[config.mk]
export PLATFORM = sky130hd
export DESIGN_NAME = lmul_top
export DESIGN_NICKNAME = d
export VERILOG_FILES = /design/src/rtl/lmul_pkg.sv /design/src/rtl/lmul_digit.sv /design/src/rtl/lmul_datapath.sv /design/src/rtl/lmul_ctrl.sv /design/src/rtl/lmul_top.sv
export SDC_FILE = /design/constraint.sdc
export NUM_CORES = 2
export LEC_CHECK = 0
export BUFFER_PORTS_ARGS = -buffer_cell sky130_fd_sc_hd__buf_2
export CORE_MARGIN = 3
export CORE_UTILIZATION = 60
export CTS_BUF_LIST = sky130_fd_sc_hd__clkbuf_4 sky130_fd_sc_hd__clkbuf_8 sky130_fd_sc_hd__clkbuf_16
export DETAILED_ROUTE_END_ITERATION = 10
export PLACE_DENSITY = 0.79
export SLEW_MARGIN = 20
export SYNTH_ARGS = -nofsm -noshare
export SYNTH_HDL_FRONTEND = slang
export SYNTH_SLANG_ARGS = --single-unit
[constraint.sdc]
create_clock -name clk -period 9.8 [get_ports clk]
set_input_delay 1.47 -clock clk [delete_from_list [all_inputs] [get_ports clk]]
set_output_delay 1.47 -clock clk [all_outputs]
set_load 0.01 [all_outputs]
[src/rtl/lmul_pkg.sv]
package lmul_pkg;

  typedef enum logic [0:0] {
    ST_IDLE = 1'b0,
    ST_RUN  = 1'b1
  } lmul_state_e;

  // Operation code layout, most significant bit first.
  typedef struct packed {
    logic is_long;
    logic is_signed;
    logic accum;
  } lmul_op_t;

  function automatic lmul_op_t lmul_decode(input logic [2:0] code);
    return lmul_op_t'(code);
  endfunction

endpackage

[src/rtl/lmul_digit.sv]
// Selects the current multiplier digit and decides whether it is the last one.
module lmul_digit #(
  parameter int DATA_W  = 32,
  parameter int DIGIT_W = 8
) (
  input  logic [DATA_W:0]    rem,
  input  logic               signed_mode,
  output logic [DIGIT_W-1:0] dig_mag,
  output logic               dig_neg,
  output logic               last
);

  localparam int UP_U_W = DATA_W + 1 - DIGIT_W;
  localparam int UP_S_W = UP_U_W + 1;

  logic [UP_U_W-1:0] upper_u;
  logic [UP_S_W-1:0] upper_s;
  logic              last_u;
  logic              last_s;

  always_comb begin
    upper_u = rem[DATA_W:DIGIT_W];
    upper_s = rem[DATA_W:DIGIT_W-1];
    // Unsigned: nothing left above this digit.
    last_u  = ~(|upper_u);
    // Signed: this digit's top bit and everything above are one sign run.
    last_s  = (&upper_s) | ~(|upper_s);
    last    = signed_mode ? last_s : last_u;
    dig_mag = rem[DIGIT_W-1:0];
    // Final signed digit carries weight -2^DIGIT_W on its top bit.
    dig_neg = signed_mode & last & rem[DIGIT_W-1];
  end

endmodule

[src/rtl/lmul_datapath.sv]
// Partial-sum, shifted multiplicand and remaining-multiplier registers.
module lmul_datapath
  import lmul_pkg::*;
#(
  parameter int DATA_W  = 32,
  parameter int DIGIT_W = 8
) (
  input  logic                  clk,
  input  logic                  rst_n,
  input  logic                  load,
  input  logic                  step,
  input  lmul_op_t              op,
  input  logic [DATA_W-1:0]     src_a,
  input  logic [DATA_W-1:0]     src_b,
  input  logic [DATA_W-1:0]     acc_lo,
  input  logic [DATA_W-1:0]     acc_hi,
  input  logic [DIGIT_W-1:0]    dig_mag,
  input  logic                  dig_neg,
  output logic [DATA_W:0]       rem,
  output logic                  signed_mode,
  output logic                  long_mode,
  output logic [2*DATA_W-1:0]   sum_nxt
);

  localparam int PROD_W = 2 * DATA_W;
  localparam int REM_W  = DATA_W + 1;

  logic [PROD_W-1:0] prod_q,  prod_n;
  logic [PROD_W-1:0] mcand_q, mcand_n;
  logic [REM_W-1:0]  rem_q,   rem_n;
  logic              sgn_q,   sgn_n;
  logic              long_q,  long_n;

  logic              sgn_eff;
  logic              acc_eff;
  logic [PROD_W-1:0] partial;
  logic [PROD_W-1:0] neg_term;

  // Next-state logic
  always_comb begin
    sgn_eff  = op.is_long & op.is_signed;
    acc_eff  = op.is_long & op.accum;
    neg_term = dig_neg ? (mcand_q << DIGIT_W) : '0;
    partial  = (mcand_q * PROD_W'(dig_mag)) - neg_term;
    sum_nxt  = prod_q + partial;

    prod_n  = prod_q;
    mcand_n = mcand_q;
    rem_n   = rem_q;
    sgn_n   = sgn_q;
    long_n  = long_q;

    if (load) begin
      prod_n  = acc_eff ? {acc_hi, acc_lo} : '0;
      mcand_n = sgn_eff ? {{DATA_W{src_a[DATA_W-1]}}, src_a}
                        : {{DATA_W{1'b0}}, src_a};
      rem_n   = {sgn_eff & src_b[DATA_W-1], src_b};
      sgn_n   = sgn_eff;
      long_n  = op.is_long;
    end else if (step) begin
      prod_n  = sum_nxt;
      mcand_n = mcand_q << DIGIT_W;
      rem_n   = REM_W'($signed(rem_q) >>> DIGIT_W);
    end
  end

  // Registers
  always_ff @(posedge clk or negedge rst_n) begin
    if (!rst_n) begin
      prod_q  <= '0;
      mcand_q <= '0;
      rem_q   <= '0;
      sgn_q   <= 1'b0;
      long_q  <= 1'b0;
    end else if (load | step) begin
      prod_q  <= prod_n;
      mcand_q <= mcand_n;
      rem_q   <= rem_n;
      sgn_q   <= sgn_n;
      long_q  <= long_n;
    end
  end

  assign rem         = rem_q;
  assign signed_mode = sgn_q;
  assign long_mode   = long_q;

endmodule

[src/rtl/lmul_ctrl.sv]
// Idle/run sequencing with a hard cap on the digit count.
module lmul_ctrl
  import lmul_pkg::*;
#(
  parameter int NUM_DIGITS = 4
) (
  input  logic clk,
  input  logic rst_n,
  input  logic start,
  input  logic last,
  output logic load,
  output logic step,
  output logic finish,
  output logic busy,
  output logic done
);

  localparam int CNT_W = (NUM_DIGITS > 1) ? $clog2(NUM_DIGITS) : 1;

  lmul_state_e      state_q, state_n;
  logic [CNT_W-1:0] iter_q,  iter_n;
  logic             done_q,  done_n;
  logic             cap;

  // Next-state logic
  always_comb begin
    load    = (state_q == ST_IDLE) & start;
    step    = (state_q == ST_RUN);
    cap     = (iter_q == CNT_W'(NUM_DIGITS - 1));
    finish  = step & (last | cap);
    state_n = state_q;
    iter_n  = iter_q;
    done_n  = finish;

    if (load) begin
      state_n = ST_RUN;
      iter_n  = '0;
    end else if (finish) begin
      state_n = ST_IDLE;
      iter_n  = '0;
    end else if (step) begin
      iter_n  = iter_q + CNT_W'(1);
    end
  end

  // Registers
  always_ff @(posedge clk or negedge rst_n) begin
    if (!rst_n) begin
      state_q <= ST_IDLE;
      iter_q  <= '0;
      done_q  <= 1'b0;
    end else begin
      state_q <= state_n;
      iter_q  <= iter_n;
      done_q  <= done_n;
    end
  end

  assign busy = (state_q == ST_RUN);
  assign done = done_q;

endmodule

[src/rtl/lmul_top.sv]
module lmul_top
  import lmul_pkg::*;
#(
  parameter int DATA_W  = 32,
  parameter int DIGIT_W = 8
) (
  input  logic              clk,
  input  logic              rst_n,
  input  logic              start,
  input  logic [2:0]        op,
  input  logic [DATA_W-1:0] src_a,
  input  logic [DATA_W-1:0] src_b,
  input  logic [DATA_W-1:0] acc_lo,
  input  logic [DATA_W-1:0] acc_hi,
  output logic              busy,
  output logic              done,
  output logic [DATA_W-1:0] res_lo,
  output logic [DATA_W-1:0] res_hi
);

  localparam int NUM_DIGITS = (DATA_W + DIGIT_W - 1) / DIGIT_W;
  localparam int PROD_W     = 2 * DATA_W;

  lmul_op_t          op_dec;
  logic              load, step, finish, last;
  logic [DATA_W:0]   rem;
  logic              signed_mode, long_mode;
  logic [DIGIT_W-1:0] dig_mag;
  logic              dig_neg;
  logic [PROD_W-1:0] sum_nxt;

  logic [DATA_W-1:0] res_lo_q, res_lo_n;
  logic [DATA_W-1:0] res_hi_q, res_hi_n;

  assign op_dec = lmul_decode(op);

  lmul_ctrl #(
    .NUM_DIGITS (NUM_DIGITS)
  ) u_ctrl (
    .clk    (clk),
    .rst_n  (rst_n),
    .start  (start),
    .last   (last),
    .load   (load),
    .step   (step),
    .finish (finish),
    .busy   (busy),
    .done   (done)
  );

  lmul_digit #(
    .DATA_W  (DATA_W),
    .DIGIT_W (DIGIT_W)
  ) u_digit (
    .rem         (rem),
    .signed_mode (signed_mode),
    .dig_mag     (dig_mag),
    .dig_neg     (dig_neg),
    .last        (last)
  );

  lmul_datapath #(
    .DATA_W  (DATA_W),
    .DIGIT_W (DIGIT_W)
  ) u_dp (
    .clk         (clk),
    .rst_n       (rst_n),
    .load        (load),
    .step        (step),
    .op          (op_dec),
    .src_a       (src_a),
    .src_b       (src_b),
    .acc_lo      (acc_lo),
    .acc_hi      (acc_hi),
    .dig_mag     (dig_mag),
    .dig_neg     (dig_neg),
    .rem         (rem),
    .signed_mode (signed_mode),
    .long_mode   (long_mode),
    .sum_nxt     (sum_nxt)
  );

  // Result next-state
  always_comb begin
    res_lo_n = res_lo_q;
    res_hi_n = res_hi_q;
    if (finish) begin
      res_lo_n = sum_nxt[DATA_W-1:0];
      res_hi_n = long_mode ? sum_nxt[PROD_W-1:DATA_W] : '0;
    end
  end

  // Result registers, enabled on completion
  always_ff @(posedge clk or negedge rst_n) begin
    if (!rst_n) begin
      res_lo_q <= '0;
      res_hi_q <= '0;
    end else if (finish) begin
      res_lo_q <= res_lo_n;
      res_hi_q <= res_hi_n;
    end
  end

  assign res_lo = res_lo_q;
  assign res_hi = res_hi_q;

endmodule

; Yosys cells after proc, flatten, opt, wreduce, memory -nomap -nowiden
; Cells that the tools add are included.
[op_classes]
n_addsub = 3
reduce_logical = 8
bitwise_logic = 13
n_eq_ne = 1
mux = 16
multipliers = 1
[ops]
columns = cell, n
row1 = 64-bit two-way mux, 7
row2 = 64-bit adder, 1
row3 = 64-bit by 8-bit multiplier with 64-bit output, 1
row4 = 32-bit two-way mux, 2
row5 = 64-bit subtractor, 1
row6 = 33-bit two-way mux, 1
row7 = 26-bit AND reduction, 1
row8 = 26-bit OR reduction, 1
row9 = 25-bit OR reduction, 1
row10 = 1-bit bitwise AND, 7
row11 = 2-bit two-way mux, 3
row12 = 2-bit AND reduction, 2
row13 = 2-bit nonzero test, 2
row14 = 1-bit two-way mux, 3
row15 = 1-bit inverter, 3
row16 = 1-bit OR, 3
row17 = 3-bit nonzero test, 1
row18 = 2-bit by 1-bit adder with 2-bit output (second input constant), 1
row19 = 2-bit equality test (second input constant), 1
[totals]
input_bits = 134
elab_cells = 53
ff_bits = 231
out_inout_bits = 66

; Logic depth before layout (Yosys ltp)
[logic_depth]
depth_word = 11
ltp_mapped = 27
mapped_depth_nobuf = 24

; Modules after synthesis
; From an unflattened synthesis, not the netlist that was laid out.
[unflattened]
cells_unflattened = 3131
area_unflattened_um2 = 28264.6
[by_module_without_submodules]
columns = module, seq_area_each_um2, cells_each, instances, area_each_um2
row1 = lmul_datapath, 4078.9, 2884, 1, 24992.7
row2 = lmul_top, 1601.5, 206, 1, 2914.0
row3 = lmul_digit, 0.0, 27, 1, 185.2
row4 = lmul_ctrl, 100.1, 14, 1, 172.7

; Worst setup path before layout
; No wires, ideal clock.
[synth_timing]
path_kind = flip-flop to flip-flop
start = register u_dp.rem_q[19] (netlist: u_dp.rem[19])
end = register u_dp.prod_q[63]
setup_time_ps = 130
stages_incl_launch_ff = 28
required_ps = 9670
slack_ps = 2742
arrival_time_ps = 6928
synth_period_minus_slack_ps = 7058
n_path_buf = 3
path_cell_list = dfrtp_1 nand4_1 or4_1 nor4_1 clkbuf_1 clkbuf_1 nand2_1 fa_1 inv_1 fa_1 fa_1 inv_1 fa_1 inv_1 fa_1 inv_1 ha_1 buf_6 nand4_4 or4_4 or3_1 o22ai_2 o2111ai_2 a21oi_2 o21ai_1 o311ai_2 xnor2_1 a21oi_1
[synth_between]
elab_chain_cells = 11
word_cells_on_any_way = 14
cone_classes = 2 x add/sub / 4 x mux / 5 x bitwise / 3 x reduce/logical
[synth_rtl]
columns = item, line_no
row1 = start: declaration, lmul_datapath.sv:30  ; logic [REM_W-1:0] rem_q, rem_n;
row2 = start signal: assignment, lmul_datapath.sv:78  ; rem_q <= rem_n;
row3 = 26-bit OR reduction, lmul_digit.sv:27  ; last_s = (&upper_s) | ~(|upper_s);
row4 = 1-bit inverter, lmul_digit.sv:27
row5 = 1-bit OR, lmul_digit.sv:27
row6 = 1-bit two-way mux *, lmul_digit.sv:28  ; last = signed_mode ? last_s : last_u;
row7 = 1-bit bitwise AND * (2 in series), lmul_digit.sv:31  ; dig_neg = signed_mode & last & rem[DIGIT_W-1];
row8 = 64-bit two-way mux *, lmul_datapath.sv:43  ; neg_term = dig_neg ? (mcand_q << DIGIT_W) : '0;
row9 = 64-bit subtractor *, lmul_datapath.sv:44  ; partial = (mcand_q * PROD_W'(dig_mag)) - neg_term;
row10 = 64-bit adder *, lmul_datapath.sv:45  ; sum_nxt = prod_q + partial;
row11 = 64-bit two-way mux *, lmul_datapath.sv:60  ; end else if (step) begin
row12 = 64-bit two-way mux *, lmul_datapath.sv:53  ; if (load) begin
row13 = end signal: assignment, lmul_datapath.sv:76  ; prod_q <= prod_n;
row14 = end: declaration, lmul_datapath.sv:28  ; logic [PROD_W-1:0] prod_q, prod_n;
; Mark *: on every way between the ends. The rest lies on a longest branch, timed or not. The select of a mux whose other input is x is not followed.
; A chain may end at the register's enable or synchronous reset.

; Final worst setup path
[layout_timing]
start = register u_dp.rem_q[28] (netlist: u_dp.rem[28])
end = register u_dp.prod_q[47]
; Same word-level chain as after synthesis.

==> impl_metrics.yaml <==
run_status:
  outcome: "finished clean"
clocking:
  cts_tree: "yes"
  cts_made_buffers: 29
  htree_levels: 1
  hold_buffers: 0
  cts_root_buf: "clkbuf_16"
  cts_setup_buffers: 0
  cts_resized: 0
  clk_path_buf_depth: 3
  clk_latency_ps: 590
  clk_pin_slew_worst_paths_ps: 60
  cts_sinks: 231
sta:
  relSlewSlack_pct: 35.7
  layout_min_cycle_time_ps: 8250
  tightest_slew_ps: 958
  period_share_pct: 84.1
  drv_slew: 0
  worst_clock_skew_ps: 20.6
  fmax_mhz: 121
  fin_setup_tns_ps: 0
  final-setup-viol-count: 0
  rsz0062_at_grt: "false"
  whs_ps: 482
  hold_viol: 0
  fin_ws_ps: 1550
setup_path:
  max_stage_delay_ps: 800
  cp.required_ps: 10310
  worstSetupPathType: "flip-flop to flip-flop"
  rr_startpoint: "u_dp.rem[28]$_DFFE_PN0P_"
  r2r_cells: 25
  r2r-end: "u_dp.prod_q[47]$_DFFE_PN0P_"
  cpMostUsedCell: "fa_1"
  critical_path_arrival_ps: 8760
  path_max_fanout: 57
  critPathSlowestCell: "a2111oi_0"
  cp-start-kind: "flip-flop"
  crit_path_end_kind: "flip-flop"
  regToRegSetupSlack_ps: 1550
floorplan:
  io_pins: 200
  die-height_um: 223
  start_util_pct: 61.5
  coreArea_sq_mm: 0.0460
  die_area_sq_mm: 0.0497
  rows: 78
  die_w_um: 223
drt:
  vias_per_cell: 5.87
  drt-total-wl_um: 83500
  ant_nets: 0
  drc_errors: 0
  drtIter0Drc: 2216
  first_pass_iters: 5
  vias: 22400
  wl_per_cell_um: 21.9
cells_and_area:
  most-common-layout-cells: "inv_1 (665), nand2_1 (480), fa_1 (466), and2_1 (290), dfrtp_1 (225)"
  finalNonFillerCells: 3816
  drive_above_1_share_pct: 9.93
  fillers: 3623
  fin_nets: 3866
  syn_to_final_growth_pct: 7.59
  final_common_cell: "inv_1"
yosys:
  yosysSeqAreaShare_pct: 20.5
  synth_fp_nets: 3822
  synthArstFlopShare_pct: 100
  synth_edf_count: 0
  synth_flop_cell: "dfrtp_1"
  yosys_warnings: 0
  synth_seq_cells: 231
  ys_types: 77
  syn_area_sq_mm: 0.0283
  netlist_instances: 3146
  syn_area_per_cell_sq_um: 8.98
min_path:
  whs_endpoint: "res_lo[5]$_DFFE_PN0P_"
  hold_start: "res_lo[5]$_DFFE_PN0P_"
  min_path_cells: 2
  hold_path.class: "flip-flop to flip-flop"
flow_run:
  max_cap_viol_count: 0
grt:
  groute.usage.overall_pct: 34.6
  grt_overflow: 0
  grt_pass1_vias: 24300
  grt_pass1_wl_um: 135000
  antenna_found_initial: 5
  grt_max_degree: 104
placement:
  io_buffers: 199
  place_ws_ps: 1650
  gp_congestion: 1.00
  hpwl_um: 63100
  dp.cells: 3759
-- Yosys cell counts, drive strengths merged (33+ instances only) --
| library cell | count | share of area (%) |
|---|---|---|
| nand2 | 480 | 6.4 |
| a21o | 38 | 1.0 |
| mux2i | 65 | 2.3 |
| o21ai | 94 | 1.7 |
| xnor2 | 42 | 1.3 |
| inv | 666 | 8.8 |
| clkbuf | 184 | 2.5 |
| xor2 | 33 | 1.0 |
| a22oi | 38 | 1.0 |
| fa | 466 | 33 |
| a21oi | 93 | 1.7 |
| ha | 76 | 3.4 |
| and2 | 292 | 6.5 |
| a221o | 35 | 1.2 |
| nor2 | 63 | 0.84 |
| dfrtp | 231 | 20 |
-- critical path, delay by kind of cell, from the launching register on --
| kind | cells | cell delay (ps) |
|---|---|---|
| and+or+nand+nor | 7 | 1750 |
| xor gates and xnor gates | 1 | 310 |
| DFF | 1 | 400 |
| adders and majority gates | 6 | 2880 |
| buffers and inverters | 5 | 850 |
| AOI/OAI and AO/OA | 6 | 1960 |
-- cell type report --
cell class / instances / area, sq um / share of cell area [%]
Multi-Input combinational cell: 2042 / 19100 / 63.0
Sequential cell: 231 / 5790 / 19.1
Inverter: 667 / 2500 / 8.24
Timing Repair Buffer: 219 / 1160 / 3.81
Clock buffer: 38 / 831 / 2.73
Tap cell: 600 / 751 / 2.47
Clock inverter: 16 / 218 / 0.716
Antenna cell: 3 / 7.51 / 0.0247
-- registers in the layout, summed over array words and instances (netlist names) --
signal            flops
u_dp.prod_q          64
u_dp.long_mode        1
u_ctrl.done           1
u_ctrl.iter_q         2
u_dp.rem             33
res_hi               32
u_ctrl.busy           1
u_dp.signed_mode      1
res_lo               32
u_dp.mcand_q         64
-- metal layers --
metal	global-route usage, %	part of all wire, %	up-vias
li1	-	-	9677
met1	50.1	41	11300
met2	51.6	44	1234
met3	10.9	12	146
met4	7.81	2.0	4
met5	0	0.030	-
-- per-stage QoR --
stage               instance area [sq um]  util, %
floorplan                           28300        -
global placement                    29300     63.8
detailed placement                  29300     63.8
CTS                                 30400     66.1
global route                        30400     66.1
finish                              30400     66.1
-- worst max-delay path by stage --
| stage | cells after the start | start | slack, ps | end |
|---|---|---|---|---|
| floorplan | 27 | u_dp.rem[19]$_DFFE_PN0P_ | 2740 | u_dp.prod_q[63]$_DFFE_PN0P_ |
| global placement | 25 | u_dp.rem[28]$_DFFE_PN0P_ | 1640 | u_dp.prod_q[39]$_DFFE_PN0P_ |
| detailed placement | 25 | u_dp.rem[28]$_DFFE_PN0P_ | 1650 | u_dp.prod_q[39]$_DFFE_PN0P_ |
| CTS | 25 | u_dp.rem[28]$_DFFE_PN0P_ | 1570 | u_dp.prod_q[39]$_DFFE_PN0P_ |
| global route | 25 | u_dp.rem[28]$_DFFE_PN0P_ | 1200 | u_dp.prod_q[47]$_DFFE_PN0P_ |
| finish | 25 | u_dp.rem[28]$_DFFE_PN0P_ | 1550 | u_dp.prod_q[47]$_DFFE_PN0P_ |
-- logic make-up after synthesis --
logic type               share of synthesized area [%]
multiplexers                                      2.86
AND/OR/NAND/NOR                                   15.7
XOR/XNOR                                          2.32
AO/OA/AOI/OAI                                     10.4
buffers and inverters                             11.9
flip-flops                                        20.5
adder cells (fa/ha/maj)                           36.4
Power is left out: the tool's default activity adds up to more than one toggle a clock period on the data nets, which glitch-free logic cannot reach.
